==> src/rtl/hmad_pkg.sv <==
package hmad_pkg;

    localparam int unsigned MODE_W = 3;

    typedef enum logic [MODE_W-1:0] {
        ADD_PLAIN  = 3'd0,
        ADD_LOW    = 3'd1,
        ADD_HIGH   = 3'd2,
        ADD_BSHIFT = 3'd3,
        ADD_SGNFIX = 3'd4
    } addend_mode_e;

endpackage

==> src/rtl/hmad_half_ext.sv <==
module hmad_half_ext #(
    parameter int unsigned HALF_W = 16
) (
    input  logic [2*HALF_W-1:0] word_i,
    input  logic                hi_i,
    input  logic                sgn_i,
    output logic [HALF_W-1:0]   half_o,
    output logic [2*HALF_W-1:0] ext_o,
    output logic                zero_o,
    output logic                neg_o
);
    localparam int unsigned W = 2 * HALF_W;

    always_comb begin
        half_o = hi_i ? word_i[W-1:HALF_W] : word_i[HALF_W-1:0];
        ext_o  = {{HALF_W{sgn_i & half_o[HALF_W-1]}}, half_o};
        zero_o = (half_o == '0);
        neg_o  = ext_o[W-1];
    end


    always_comb begin
        ext_fill_chk: assert ((ext_o[W-1:HALF_W] == '0) || (sgn_i && (ext_o[W-1:HALF_W] == '1)))
            else $error("extension fill bits inconsistent");
    end

endmodule

==> src/rtl/hmad_addend.sv <==
module hmad_addend
    import hmad_pkg::*;
#(
    parameter int unsigned HALF_W = 16
) (
    input  logic [2*HALF_W-1:0] c_i,
    input  logic [HALF_W-1:0]   b_low_i,
    input  logic [MODE_W-1:0]   mode_i,
    input  logic                a_zero_i,
    input  logic                b_zero_i,
    input  logic                a_neg_i,
    input  logic                b_neg_i,
    output logic [2*HALF_W-1:0] addend_o
);
    localparam int unsigned W = 2 * HALF_W;

    logic [1:0]   neg_cnt;
    logic [W-1:0] corr_step;

    always_comb begin
        neg_cnt   = {1'b0, a_neg_i} + {1'b0, b_neg_i};
        corr_step = {{(W-2){1'b0}}, neg_cnt} << HALF_W;
        case (addend_mode_e'(mode_i))
            ADD_PLAIN:  addend_o = c_i;
            ADD_LOW:    addend_o = {{HALF_W{1'b0}}, c_i[HALF_W-1:0]};
            ADD_HIGH:   addend_o = {{HALF_W{1'b0}}, c_i[W-1:HALF_W]};
            ADD_BSHIFT: addend_o = c_i + {b_low_i, {HALF_W{1'b0}}};
            ADD_SGNFIX: addend_o = (a_zero_i || b_zero_i) ? c_i : (c_i - corr_step);
            default:    addend_o = '0;
        endcase
    end


    always_comb begin
        if (mode_i == ADD_SGNFIX && !a_neg_i && !b_neg_i) begin
            sgnfix_pass_chk: assert (addend_o == c_i)
                else $error("sign fix altered C with no negative operand");
        end
    end

endmodule

==> src/rtl/hmad_sum.sv <==
module hmad_sum #(
    parameter int unsigned HALF_W = 16
) (
    input  logic [2*HALF_W-1:0] ext_a_i,
    input  logic [2*HALF_W-1:0] ext_b_i,
    input  logic [2*HALF_W-1:0] addend_i,
    input  logic                prod_shift_i,
    input  logic                merge_i,
    input  logic [HALF_W-1:0]   b_low_i,
    output logic [2*HALF_W-1:0] result_o,
    output logic                carry_o,
    output logic                ovf_o
);
    localparam int unsigned W = 2 * HALF_W;

    logic [W-1:0] prod;
    logic [W-1:0] prod_sh;
    logic [W-1:0] sum;

    always_comb begin
        prod           = ext_a_i * ext_b_i;
        prod_sh        = prod_shift_i ? (prod << HALF_W) : prod;
        {carry_o, sum} = {1'b0, prod_sh} + {1'b0, addend_i};
        ovf_o          = (prod_sh[W-1] == addend_i[W-1]) && (sum[W-1] != prod_sh[W-1]);
        result_o       = merge_i ? {b_low_i, sum[HALF_W-1:0]} : sum;
    end


    always_comb begin
        if (prod_shift_i && !merge_i) begin
            shift_low_chk: assert (result_o[HALF_W-1:0] == addend_i[HALF_W-1:0])
                else $error("shifted product leaked into low half");
        end
    end

endmodule

==> src/rtl/hmad_unit.sv <==
module hmad_unit
    import hmad_pkg::*;
#(
    parameter int unsigned HALF_W = 16
) (
    input  logic                clk,
    input  logic                rst_n,
    input  logic                in_valid,
    input  logic [2*HALF_W-1:0] a,
    input  logic [2*HALF_W-1:0] b,
    input  logic [2*HALF_W-1:0] c,
    input  logic                a_hi,
    input  logic                b_hi,
    input  logic                a_signed,
    input  logic                b_signed,
    input  logic                prod_shift,
    input  logic                merge,
    input  logic [MODE_W-1:0]   c_mode,
    input  logic                flag_we,
    output logic                out_valid,
    output logic [2*HALF_W-1:0] result,
    output logic                flag_z,
    output logic                flag_n,
    output logic                flag_c,
    output logic                flag_v
);
    localparam int unsigned W      = 2 * HALF_W;
    localparam int unsigned N_OPS  = 2;

    typedef struct packed {
        logic         vld;
        logic [W-1:0] res;
        logic         z;
        logic         n;
        logic         c;
        logic         v;
    } state_t;

    state_t state_d, state_q;

    logic [W-1:0]      op_word [N_OPS];
    logic              op_hi   [N_OPS];
    logic              op_sgn  [N_OPS];
    logic [HALF_W-1:0] op_half [N_OPS];
    logic [W-1:0]      op_ext  [N_OPS];
    logic              op_zero [N_OPS];
    logic              op_neg  [N_OPS];

    assign op_word[0] = a;
    assign op_word[1] = b;
    assign op_hi[0]   = a_hi;
    assign op_hi[1]   = b_hi;
    assign op_sgn[0]  = a_signed;
    assign op_sgn[1]  = b_signed;

    for (genvar g = 0; g < N_OPS; g++) begin : g_ext
        hmad_half_ext #(.HALF_W(HALF_W)) i_ext (
            .word_i (op_word[g]),
            .hi_i   (op_hi[g]),
            .sgn_i  (op_sgn[g]),
            .half_o (op_half[g]),
            .ext_o  (op_ext[g]),
            .zero_o (op_zero[g]),
            .neg_o  (op_neg[g])
        );
    end

    logic [W-1:0] addend;
    logic [W-1:0] sum_res;
    logic         sum_carry;
    logic         sum_ovf;

    hmad_addend #(.HALF_W(HALF_W)) i_addend (
        .c_i      (c),
        .b_low_i  (b[HALF_W-1:0]),
        .mode_i   (c_mode),
        .a_zero_i (op_zero[0]),
        .b_zero_i (op_zero[1]),
        .a_neg_i  (op_neg[0]),
        .b_neg_i  (op_neg[1]),
        .addend_o (addend)
    );

    hmad_sum #(.HALF_W(HALF_W)) i_sum (
        .ext_a_i      (op_ext[0]),
        .ext_b_i      (op_ext[1]),
        .addend_i     (addend),
        .prod_shift_i (prod_shift),
        .merge_i      (merge),
        .b_low_i      (b[HALF_W-1:0]),
        .result_o     (sum_res),
        .carry_o      (sum_carry),
        .ovf_o        (sum_ovf)
    );

    always_comb begin
        state_d     = state_q;
        state_d.vld = in_valid;
        if (in_valid) begin
            state_d.res = sum_res;
            if (flag_we) begin
                state_d.z = (sum_res == '0);
                state_d.n = sum_res[W-1];
                state_d.c = sum_carry;
                state_d.v = sum_ovf;
            end
        end
    end

    always_ff @(posedge clk) begin
        if (!rst_n) begin
            state_q <= '0;
        end else begin
            state_q <= state_d;
        end
    end

    assign out_valid = state_q.vld;
    assign result    = state_q.res;
    assign flag_z    = state_q.z;
    assign flag_n    = state_q.n;
    assign flag_c    = state_q.c;
    assign flag_v    = state_q.v;


    vld_follow_chk: assert property (@(posedge clk) disable iff (!rst_n)
        in_valid |=> out_valid);


    idle_hold_chk: assert property (@(posedge clk) disable iff (!rst_n)
        !in_valid |=> (!out_valid && $stable(result)));


    flag_hold_chk: assert property (@(posedge clk) disable iff (!rst_n)
        !(in_valid && flag_we) |=> $stable({flag_z, flag_n, flag_c, flag_v}));


    zn_flag_chk: assert property (@(posedge clk) disable iff (!rst_n)
        (in_valid && flag_we) |=> ((flag_z == (result == '0)) && (flag_n == result[W-1])));


    merge_top_chk: assert property (@(posedge clk) disable iff (!rst_n)
        (in_valid && merge) |=> (result[W-1:HALF_W] == $past(b[HALF_W-1:0])));

endmodule

==> config.mk <==
export PLATFORM = sky130hd
export DESIGN_NAME = hmad_unit
export DESIGN_NICKNAME = d
export VERILOG_FILES = /design/src/rtl/hmad_pkg.sv /design/src/rtl/hmad_half_ext.sv /design/src/rtl/hmad_addend.sv /design/src/rtl/hmad_sum.sv /design/src/rtl/hmad_unit.sv
export SDC_FILE = /design/constraint.sdc
export NUM_CORES = 1
export LEC_CHECK = 0
export CAP_MARGIN = 20
export CORE_MARGIN = 8
export CORE_UTILIZATION = 35
export DETAILED_ROUTE_END_ITERATION = 7
export GPL_TIMING_DRIVEN = 0
export PLACE_DENSITY = 0.51
export REMOVE_ABC_BUFFERS = 1
export SLEW_MARGIN = 30
export SYNTH_ARGS = -nofsm -noshare
export SYNTH_HDL_FRONTEND = slang
export SYNTH_SLANG_ARGS = --single-unit
==> constraint.sdc <==
create_clock -name clk -period 12.73 [get_ports clk]
set_input_delay 2.546 -clock clk [delete_from_list [all_inputs] [get_ports clk]]
set_output_delay 2.546 -clock clk [all_outputs]
set_load 0.05 [all_outputs]
After elaboration in Yosys (flattened, before gate mapping)
Cells that the tools add are included.
{ "totals": {"ff_bits": 37, "input_bits": 109, "out_inout_bits": 37, "wordCells": 32} }
{ "classes": {"n_addsub": 4, "mul": 1, "eq_ne": 6, "n_mux": 6, "bitwise_logic": 2, "n_reduce_logical": 7} }
{ "ops": {"columns": ["op", "count"], "rows": [
  ["$pmux 32 s5", 1],
  ["$mux 32", 3],
  ["$add 32x32->33", 1],
  ["$add 32x32->32", 1],
  ["$logic_not 16->1", 2],
  ["$logic_not 32->1", 1],
  ["$mul 17x17->32", 1],
  ["$mux 16", 2],
  ["$sub 32x18->32", 1],
  ["$eq 3x2->1 const B", 2],
  ["$eq 3x1->1 const B", 1],
  ["$eq 3x3->1 const B", 1],
  ["$logic_not 3->1", 1],
  ["$add 1x1->2", 1],
  ["$and 1x1->1", 2],
  ["$reduce_and 2->1", 1],
  ["$eq 1x1->1", 1],
  ["$logic_and 1x1->1", 1],
  ["$logic_or 1x1->1", 1],
  ["$ne 1x1->1", 1]
]} }

Longest topological paths before layout
Gate-level depths: netlist of run 1.
{ "logic_depth": {"word_depth": 9, "mapped_depth": 41, "depth_no_buf": 37} }

By module
From an unflattened synthesis of run 1, not the netlist that was laid out.
{ "hier_totals": {"hier_cells": 2565, "hier_area_um2": 21800.9} }
{ "by_module_without_submodules": {"columns": ["module", "instances", "cells_each", "area_per_inst_um2", "seq_area_each_um2"], "rows": [
  ["hmad_sum", 1, 2074, 17683.2, 0.0],
  ["hmad_addend", 1, 240, 1625.3, 0.0],
  ["hmad_unit", 1, 133, 1473.9, 740.7],
  ["hmad_half_ext", 2, 59, 509.2, 0.0]
]} }

Worst setup path before layout of run 1
No wires, ideal clock.
{ "synth_path": {"path_type": "input to register", "startpoint": "input a_hi", "endpoint": "register state_q, in the netlist flag_v", "setup_ns": 0.070, "arrival_time_ns": 10.936, "required_time_ns": 12.660, "setup_slack_ns": 1.724, "cell_stages": 37, "path_buffers": 4, "path_cell_list": "buf_4 > buf_4 > buf_1 > mux2_2 > nand2_1 > fa_1 > fa_1 > fa_1 > fa_1 > inv_1 > fa_1 > inv_1 > fa_1 > inv_1 > ha_1 > and3_1 > and3_1 > a21o_1 > o211a_1 > nor2_1 > o21bai_1 > a21oi_1 > xnor2_1 > o21ai_0 > ha_1 > clkbuf_1 > and4_1 > and4_1 > a211oi_1 > o21ai_0 > nor3_2 > a21oi_2 > a31oi_1 > a21oi_2 > xnor2_1 > or3_1 > a21oi_1"} }
{ "synth_between": {"elab_chain_len": 9, "word_cells_on_any_way": 14, "classes_between": "3 x add/sub; 1 x mul; 2 x eq/ne; 4 x mux; 1 x bitwise; 3 x reduce/logical"} }
{ "synth_rtl": {"columns": ["item", "line", "rtl"], "rows": [
  ["from (decl)", "hmad_unit.sv:12", "input logic a_hi,"],
  ["$mux 16 (*)", "hmad_half_ext.sv:15", "half_o = hi_i ? word_i[W-1:HALF_W] : word_i[HALF_W-1:0];"],
  ["parallel branches: the longest is 7 deep, another holds $add 32x32->33", null, null],
  ["$logic_and 1x1->1 (*)", "hmad_sum.sv:24", "ovf_o = (prod_sh[W-1] == addend_i[W-1]) && (sum[W-1] != prod_sh[W-1]);"],
  ["to (signal assigned)", "hmad_unit.sv:114", "state_q <= state_d;"],
  ["to (decl)", "hmad_unit.sv:39", "state_t state_d, state_q;"]
]} }
Every way passes the cells marked *.
A chain may end at the register's enable or synchronous reset.

Worst setup path after layout of run 1
{ "layout_path": {"startpoint": "input b[15]", "endpoint": "register state_q, in the netlist flag_z"} }
{ "layout_between": {"elab_chain_len": 9, "word_cells_on_any_way": 14, "classes_between": "4 x add/sub; 1 x mul; 5 x mux; 1 x bitwise; 3 x reduce/logical"} }
{ "layout_rtl": {"columns": ["item", "line", "rtl"], "rows": [
  ["from (decl)", "hmad_unit.sv:10", "input logic [2*HALF_W-1:0] b,"],
  ["parallel branches: the longest is 7 deep, another holds $add 32x32->33", null, null],
  ["$mux 32 (*)", "hmad_sum.sv:25", "result_o = merge_i ? {b_low_i, sum[HALF_W-1:0]} : sum;"],
  ["$logic_not 32->1 (*)", "hmad_unit.sv:102", "state_d.z = (sum_res == '0);"]
]} }
Marked as above.

==> reports/summary.txt, run 1 <==
FLOORPLAN
---------------------------------------------------------------------------------
Core area                                                               45200 µm²
Vert. Die Dim                                                              230 µm
Die Footprint                                                           52700 µm²
I/O pin cnt                                                                   146
Number of standard-cell rows in the floorplan                                  78
Starting density of the core                                                0.353
Horizontal die dimension                                                   230 µm

CLOCK NETWORK
---------------------------------------------------------------------------------
Number of sinks handled by clock tree synthesis                                37
Source-to-sink clock delay at the later pin of the worst-skew pair        0.29 ns
Post-CTS setup buffer count                                                     0
CTS root buf                                                         sky130_fd_sc_hd__clkbuf_16
Clock transition at the registers of the reported paths                   0.06 ns
CTS Buf Count                                                                   5
CTS H-tree depth                                                                2
TritonCTS clock tree                                                        built
Number of buffers between clock root and the deepest sink                       2

LAYOUT
---------------------------------------------------------------------------------
Most frequent cells in the layout                                    sky130_fd_sc_hd__inv_1 (324), sky130_fd_sc_hd__fa_1 (285), sky130_fd_sc_hd__nand2_1 (233)
Area used by multi-input combinational logic                            13900 µm²
Fill cell instance count of the final layout                                 4616
Total number of nets in the final design                                     2561
Commonest non-fill, non-tap cell in the layout                       sky130_fd_sc_hd__inv_1
Storage element area                                                      741 µm²
Area Overhead vs Synth                                                      14.9%
Proportion of layout cells with a drive suffix above 1                     0.0555

STA
---------------------------------------------------------------------------------
Relative slew slack                                                         0.318
Setup WS post-layout                                                     0.523 ns
# setup viols final                                                             0
Fraction of the cycle the final worst path needs                            0.959
Actual transition at the worst max-transition pin                         1.00 ns
Peak clock frequency supported by timing                               0.0819 GHz
Final Skew                                                                   0 ns
RSZ-0062 raised after global routing                                           no
Accumulated negative setup slack                                             0 ns
Hold_ws                                                                  0.459 ns
Final count of hold timing violations                                           0
Fin. max-slew vios                                                              0
Final worst path period need                                             12.21 ns

MIN PATH
---------------------------------------------------------------------------------
Source of the worst hold timing path                                       flag_z
Hold Path Class                                                           reg2reg

WORST SETUP PATH
---------------------------------------------------------------------------------
Largest stage delay, worst path                                           0.65 ns
Crit-path slowest cell                                               sky130_fd_sc_hd__clkdlybuf4s50_1
CP Max Fanout                                                                  11
Cell with the most instances on the worst path                       sky130_fd_sc_hd__fa_1
Buffers & Inverters on Critical Path                                            6
Worst Path Class, Setup                                                    in2reg
Critical path endpoint category                                          register
Critical path startpoint category                                      input port
Required arrival time at the worst endpoint                              12.97 ns
Arrival time reported for the critical path endpoint                     12.44 ns
Launch point of the worst reg-to-reg path                              result[11]
Startpoint of the worst setup timing path                                   b[15]
Family with the most delay on the worst path                          adder cells

PLACE
---------------------------------------------------------------------------------
Detailed placer's ending HPWL                                            45800 µm
GPL Wtd Cong                                                                0.876
Worst slack at placement                                                -0.502 ns
Port bufs                                                                     145

RUN
---------------------------------------------------------------------------------
Max-capacitance violation count                                                 0

OUTCOME
---------------------------------------------------------------------------------
Run status                                                              completed

SYNTHESIS
---------------------------------------------------------------------------------
Top cell type by total area after synthesis                          sky130_fd_sc_hd__fa_1
Most frequently used flop master after synthesis                     sky130_fd_sc_hd__dfxtp_1
Part of the Yosys area used for sequential elements                        0.0464
Async set-or-reset flop fraction in the synthesized netlist                     0
Synth top area share                                                        0.357
Average cell area after synthesis                                        8.24 µm²
Post-synth cell types                                                          85
Cell area after synthesis                                               16000 µm²
Flop and latch count out of synthesis                                          37
Synthesis Warnings                                                              0
Area contributors post-synth                                         sky130_fd_sc_hd__fa_1 (36%), sky130_fd_sc_hd__ha_1 (10%), sky130_fd_sc_hd__inv_1 (7.6%)
Count of flip-flops with a built-in enable after synthesis                      0
Mapped Cells                                                                 1939

GLOBAL ROUTING
---------------------------------------------------------------------------------
Number of antenna violations at the first check in global routing               1
Wire length of the first global-routing pass                             85100 µm
Overflow left after global routing                                              0
Largest net degree at the start of global routing                              40
Global-route usage over all layers                                          0.205
Via count of the first global-routing pass                                  14900

ROUTE
---------------------------------------------------------------------------------
Via Count                                                                   14000
Final WL                                                                 53700 µm
Average via count per standard cell                                          5.32
First drt pass iteration count                                                  5
Post-DR wirelength/cell                                                   20.4 µm
Starting DRC count in detailed routing                                        959
Antenna Nets Post-Route                                                         0
Remaining routing DRC violations                                                0

## synth_stat cells (29+ instances only)
| library cell | count |
|---|---|
| sky130_fd_sc_hd__clkbuf_1 | 46 |
| sky130_fd_sc_hd__mux2i_1 | 49 |
| sky130_fd_sc_hd__mux2_2 | 29 |
| sky130_fd_sc_hd__a21oi_1 | 70 |
| sky130_fd_sc_hd__inv_1 | 325 |
| sky130_fd_sc_hd__ha_1 | 132 |
| sky130_fd_sc_hd__nand2_1 | 234 |
| sky130_fd_sc_hd__o21ai_0 | 88 |
| sky130_fd_sc_hd__fa_1 | 285 |
| sky130_fd_sc_hd__nor2_1 | 219 |
| sky130_fd_sc_hd__xnor2_1 | 50 |
| sky130_fd_sc_hd__dfxtp_1 | 37 |
## sequential cells by signal (all words and copies together) (netlist names)
name	flops
flag_z	1
flag_c	1
out_valid	1
flag_v	1
result	32
flag_n	1
## final timing paths
path,to,slack (ns),depth (start not counted)
setup reg to reg,result[11],11.96,3
setup / recovery,flag_z,0.52,37
hold reg to reg,flag_z,0.46,2
hold / removal,flag_z,0.46,2
## layer usage
| layer | GRT usage | vias up | part of all wire |
|---|---|---|---|
| met1 | 0.276 | 7124 | 0.45 |
| met5 | 0 | - | 0 |
| met2 | 0.355 | 377 | 0.48 |
| li1 | - | 6490 | - |
| met3 | 0.0278 | 50 | 0.055 |
| met4 | 0.0299 | 0 | 0.016 |
## timing repair
action                                  in CTS  in global routing
hold endpoints to repair                     0                  0
gates resized for setup                      1                  3
hold buffers                                 0                  0
endpoints found under the setup margin       4                  7
## worst reg2reg max path, stage by stage (launching register included)
cell                      delay, ns
sky130_fd_sc_hd__dfxtp_1       0.32
sky130_fd_sc_hd__nor2b_1       0.13
sky130_fd_sc_hd__a31oi_1       0.14
sky130_fd_sc_hd__nor2_1        0.05
## logic make-up after synthesis
group	synth area share
muxes	0.0520
and+or+nand+nor	0.170
AOI/OAI and AO/OA	0.136
adders and majority gates	0.461
xor gates and xnor gates	0.0411
buffers and inverters	0.0941
DFF	0.0464
## stage by stage
step / cells / cell area [µm²] / utilization
after floorplan: 1877 / 15700 / -
after global routing: 2636 / 18400 / 0.406
after CTS: 2635 / 18300 / 0.406
after global placement: 2622 / 17900 / 0.396
final: 2637 / 18400 / 0.406
after detailed placement: 2628 / 18200 / 0.402
## area by class of cell
type / instances / share of cell area
diodes: 2 / 0.000273
inverters: 327 / 0.0671
multi-input cells: 1513 / 0.759
repair buffers: 151 / 0.0841
clock buffers: 7 / 0.00777
well taps: 600 / 0.0409
flip-flops and latches: 37 / 0.0404
Power of run 1 is left out: the tool's default activity adds up to more than one toggle a clock period on the data nets, which glitch-free logic cannot reach.
==> run 2, diff against run 1 <==
- DONT_BUFFER_PORTS: unset -> 1
- PLACE_DENSITY: 0.51 -> 0.47
==> run 2 against run 1 <==
  * Core utilization down 3.3 points
  * Via count down 4.2%
  * Global-route usage down 0.092 points
  * Register-to-register slack worse by 0.31 ns
  * Worst setup slack better by 0.33 ns
  * Highest routed layer unchanged
  * Design area down 8.0%
  * Cell count down 5.6%
  * Count of clock-buffer cells in the layout down 1
  * Sequential share of layout area up 0.35 points
  * Hold slack better by 0.25 ns
==> reports/summary.txt, run 2 (synthesized netlist as in run 1, its figures left out) <==
LAYOUT
---------------------------------------------------------------------------------
Total number of nets in the final design                                     2414
Diodes inserted                                                                 0
Fill cell instance count of the final layout                                 4699
Core utilization of the finished layout                                     0.374
Storage element area                                                      741 µm²
Proportion of layout cells with a drive suffix above 1                     0.0556
Max reg flops                                                                  32
Most frequent cells in the layout                                    sky130_fd_sc_hd__inv_1 (325), sky130_fd_sc_hd__fa_1 (285), sky130_fd_sc_hd__nand2_1 (234)
Commonest non-fill, non-tap cell in the layout                       sky130_fd_sc_hd__inv_1
Area Overhead vs Synth                                                      5.70%
Area used by multi-input combinational logic                            13900 µm²

GLOBAL ROUTING
---------------------------------------------------------------------------------
Global-route usage over all layers                                          0.204
Via count of the first global-routing pass                                  14300
Largest net degree at the start of global routing                              49
Wire length of the first global-routing pass                             84400 µm
Number of antenna violations at the first check in global routing               1
Overflow left after global routing                                              0

PLACE
---------------------------------------------------------------------------------
Port bufs                                                                       0
Detailed placer's ending HPWL                                            45700 µm
GPL Wtd Cong                                                                0.884

CLOCK NETWORK
---------------------------------------------------------------------------------
Quantity of hold-fixing buffers added after cts                                 0
CTS root buf                                                         sky130_fd_sc_hd__clkbuf_16
TritonCTS clock tree                                                        built
CTS H-tree depth                                                                2
Post-CTS setup buffer count                                                     0
Post-cts resize count                                                           0
CTS Buf Count                                                                   5
Source-to-sink clock delay at the later pin of the worst-skew pair        0.29 ns
Number of buffers between clock root and the deepest sink                       2
Clock transition at the registers of the reported paths                   0.06 ns
Number of sinks handled by clock tree synthesis                                37

FLOORPLAN
---------------------------------------------------------------------------------
I/O pin cnt                                                                   146
Core area                                                               45200 µm²
Starting density of the core                                                0.353
Horizontal die dimension                                                   230 µm
Die Footprint                                                           52700 µm²
Vert. Die Dim                                                              230 µm
Number of standard-cell rows in the floorplan                                  78

ROUTE
---------------------------------------------------------------------------------
Remaining routing DRC violations                                                0
Starting DRC count in detailed routing                                        862
Antenna Nets Post-Route                                                         0
First drt pass iteration count                                                  5
Via Count                                                                   13500
Post-DR wirelength/cell                                                   21.5 µm
Average via count per standard cell                                          5.40
Final WL                                                                 53500 µm

STA
---------------------------------------------------------------------------------
Final Skew                                                                   0 ns
# setup viols final                                                             0
Final worst path period need                                             11.88 ns
Hold_ws                                                                  0.710 ns
RSZ-0062 raised after global routing                                           no
Actual transition at the worst max-transition pin                         1.03 ns
Accumulated negative setup slack                                             0 ns
Peak clock frequency supported by timing                               0.0842 GHz
Relative slew slack                                                         0.310
Fraction of the cycle the final worst path needs                            0.933
Final count of hold timing violations                                           0
Fin. max-slew vios                                                              0

WORST SETUP PATH
---------------------------------------------------------------------------------
CP Max Fanout                                                                  11
Number of cells on the critical path                                           35
Worst Path Class, Setup                                                    in2reg
Flop2flop setup slack                                                    11.65 ns
Buffers & Inverters on Critical Path                                            5
Reg-to-reg critical path endpoint                                      result[21]
Worst-case reg-to-reg path depth                                                2
Launch point of the worst reg-to-reg path                              result[21]
Cell with the most instances on the worst path                       sky130_fd_sc_hd__fa_1
Family with the most delay on the worst path                          adder cells
Largest stage delay, worst path                                           0.53 ns
Critical path endpoint category                                          register
Arrival time reported for the critical path endpoint                     12.10 ns
Critical path startpoint category                                      input port
Capture point of the critical path                                         flag_v
Required arrival time at the worst endpoint                              12.95 ns
Startpoint of the worst setup timing path                                   b[15]
Crit-path slowest cell                                               sky130_fd_sc_hd__inv_1

OUTCOME
---------------------------------------------------------------------------------
Run status                                                              completed

MIN PATH
---------------------------------------------------------------------------------
Hold Path Class                                                           reg2reg

RUN
---------------------------------------------------------------------------------
Max-capacitance violation count                                                 0

## run 2: worst min path at each step
stage | slack (ns) | startpoint | end | cells after the start
floorplan | 0.67 | flag_v | flag_v | 2
global placement | 0.71 | flag_z | flag_z | 2
CTS | 0.72 | flag_v | flag_v | 2
detailed placement | 0.71 | flag_z | flag_z | 2
global route | 0.74 | flag_z | flag_z | 2
finish | 0.71 | flag_v | flag_v | 2
## run 2: area by class of cell
type	instances	area share
Timing Repair Buffer	4	0.00289
Multi-Input combinational cell	1513	0.826
Clock inverter	2	0.00222
Clock buffer	6	0.00823
Sequential cell	37	0.0439
Tap cell	600	0.0445
Inverter	327	0.0727
## run 2: stage by stage
stage                     cell area, µm²  setup WS [ns]  cells
after floorplan                    15700           2.10   1877
after global placement             16400         0.0991   2477
after global routing               16900          0.177   2489
after CTS                          16900          0.536   2489
after detailed placement           16700          0.281   2481
final                              16900          0.849   2489
## run 2: worst register-to-register path, stage by stage (launching register included)
cell and delay (ns):
sky130_fd_sc_hd__dfxtp_1 0.64, sky130_fd_sc_hd__o21ai_0 0.15, sky130_fd_sc_hd__o21ba_2 0.25
## run 2: layer usage
metal,track usage,part of all wire
met2,0.352,0.49
met5,0,0
met1,0.272,0.44
met3,0.0333,0.058
met4,0.0303,0.015
Power of run 2 is left out for the same reason.
==> run 3, diff against run 2 <==
- CTS_CLUSTER_SIZE: unset -> 20
==> results of run 3 <==
The final DEF is identical to that of run 2; final timing and power are the same.
Power of run 3 is left out for the same reason.
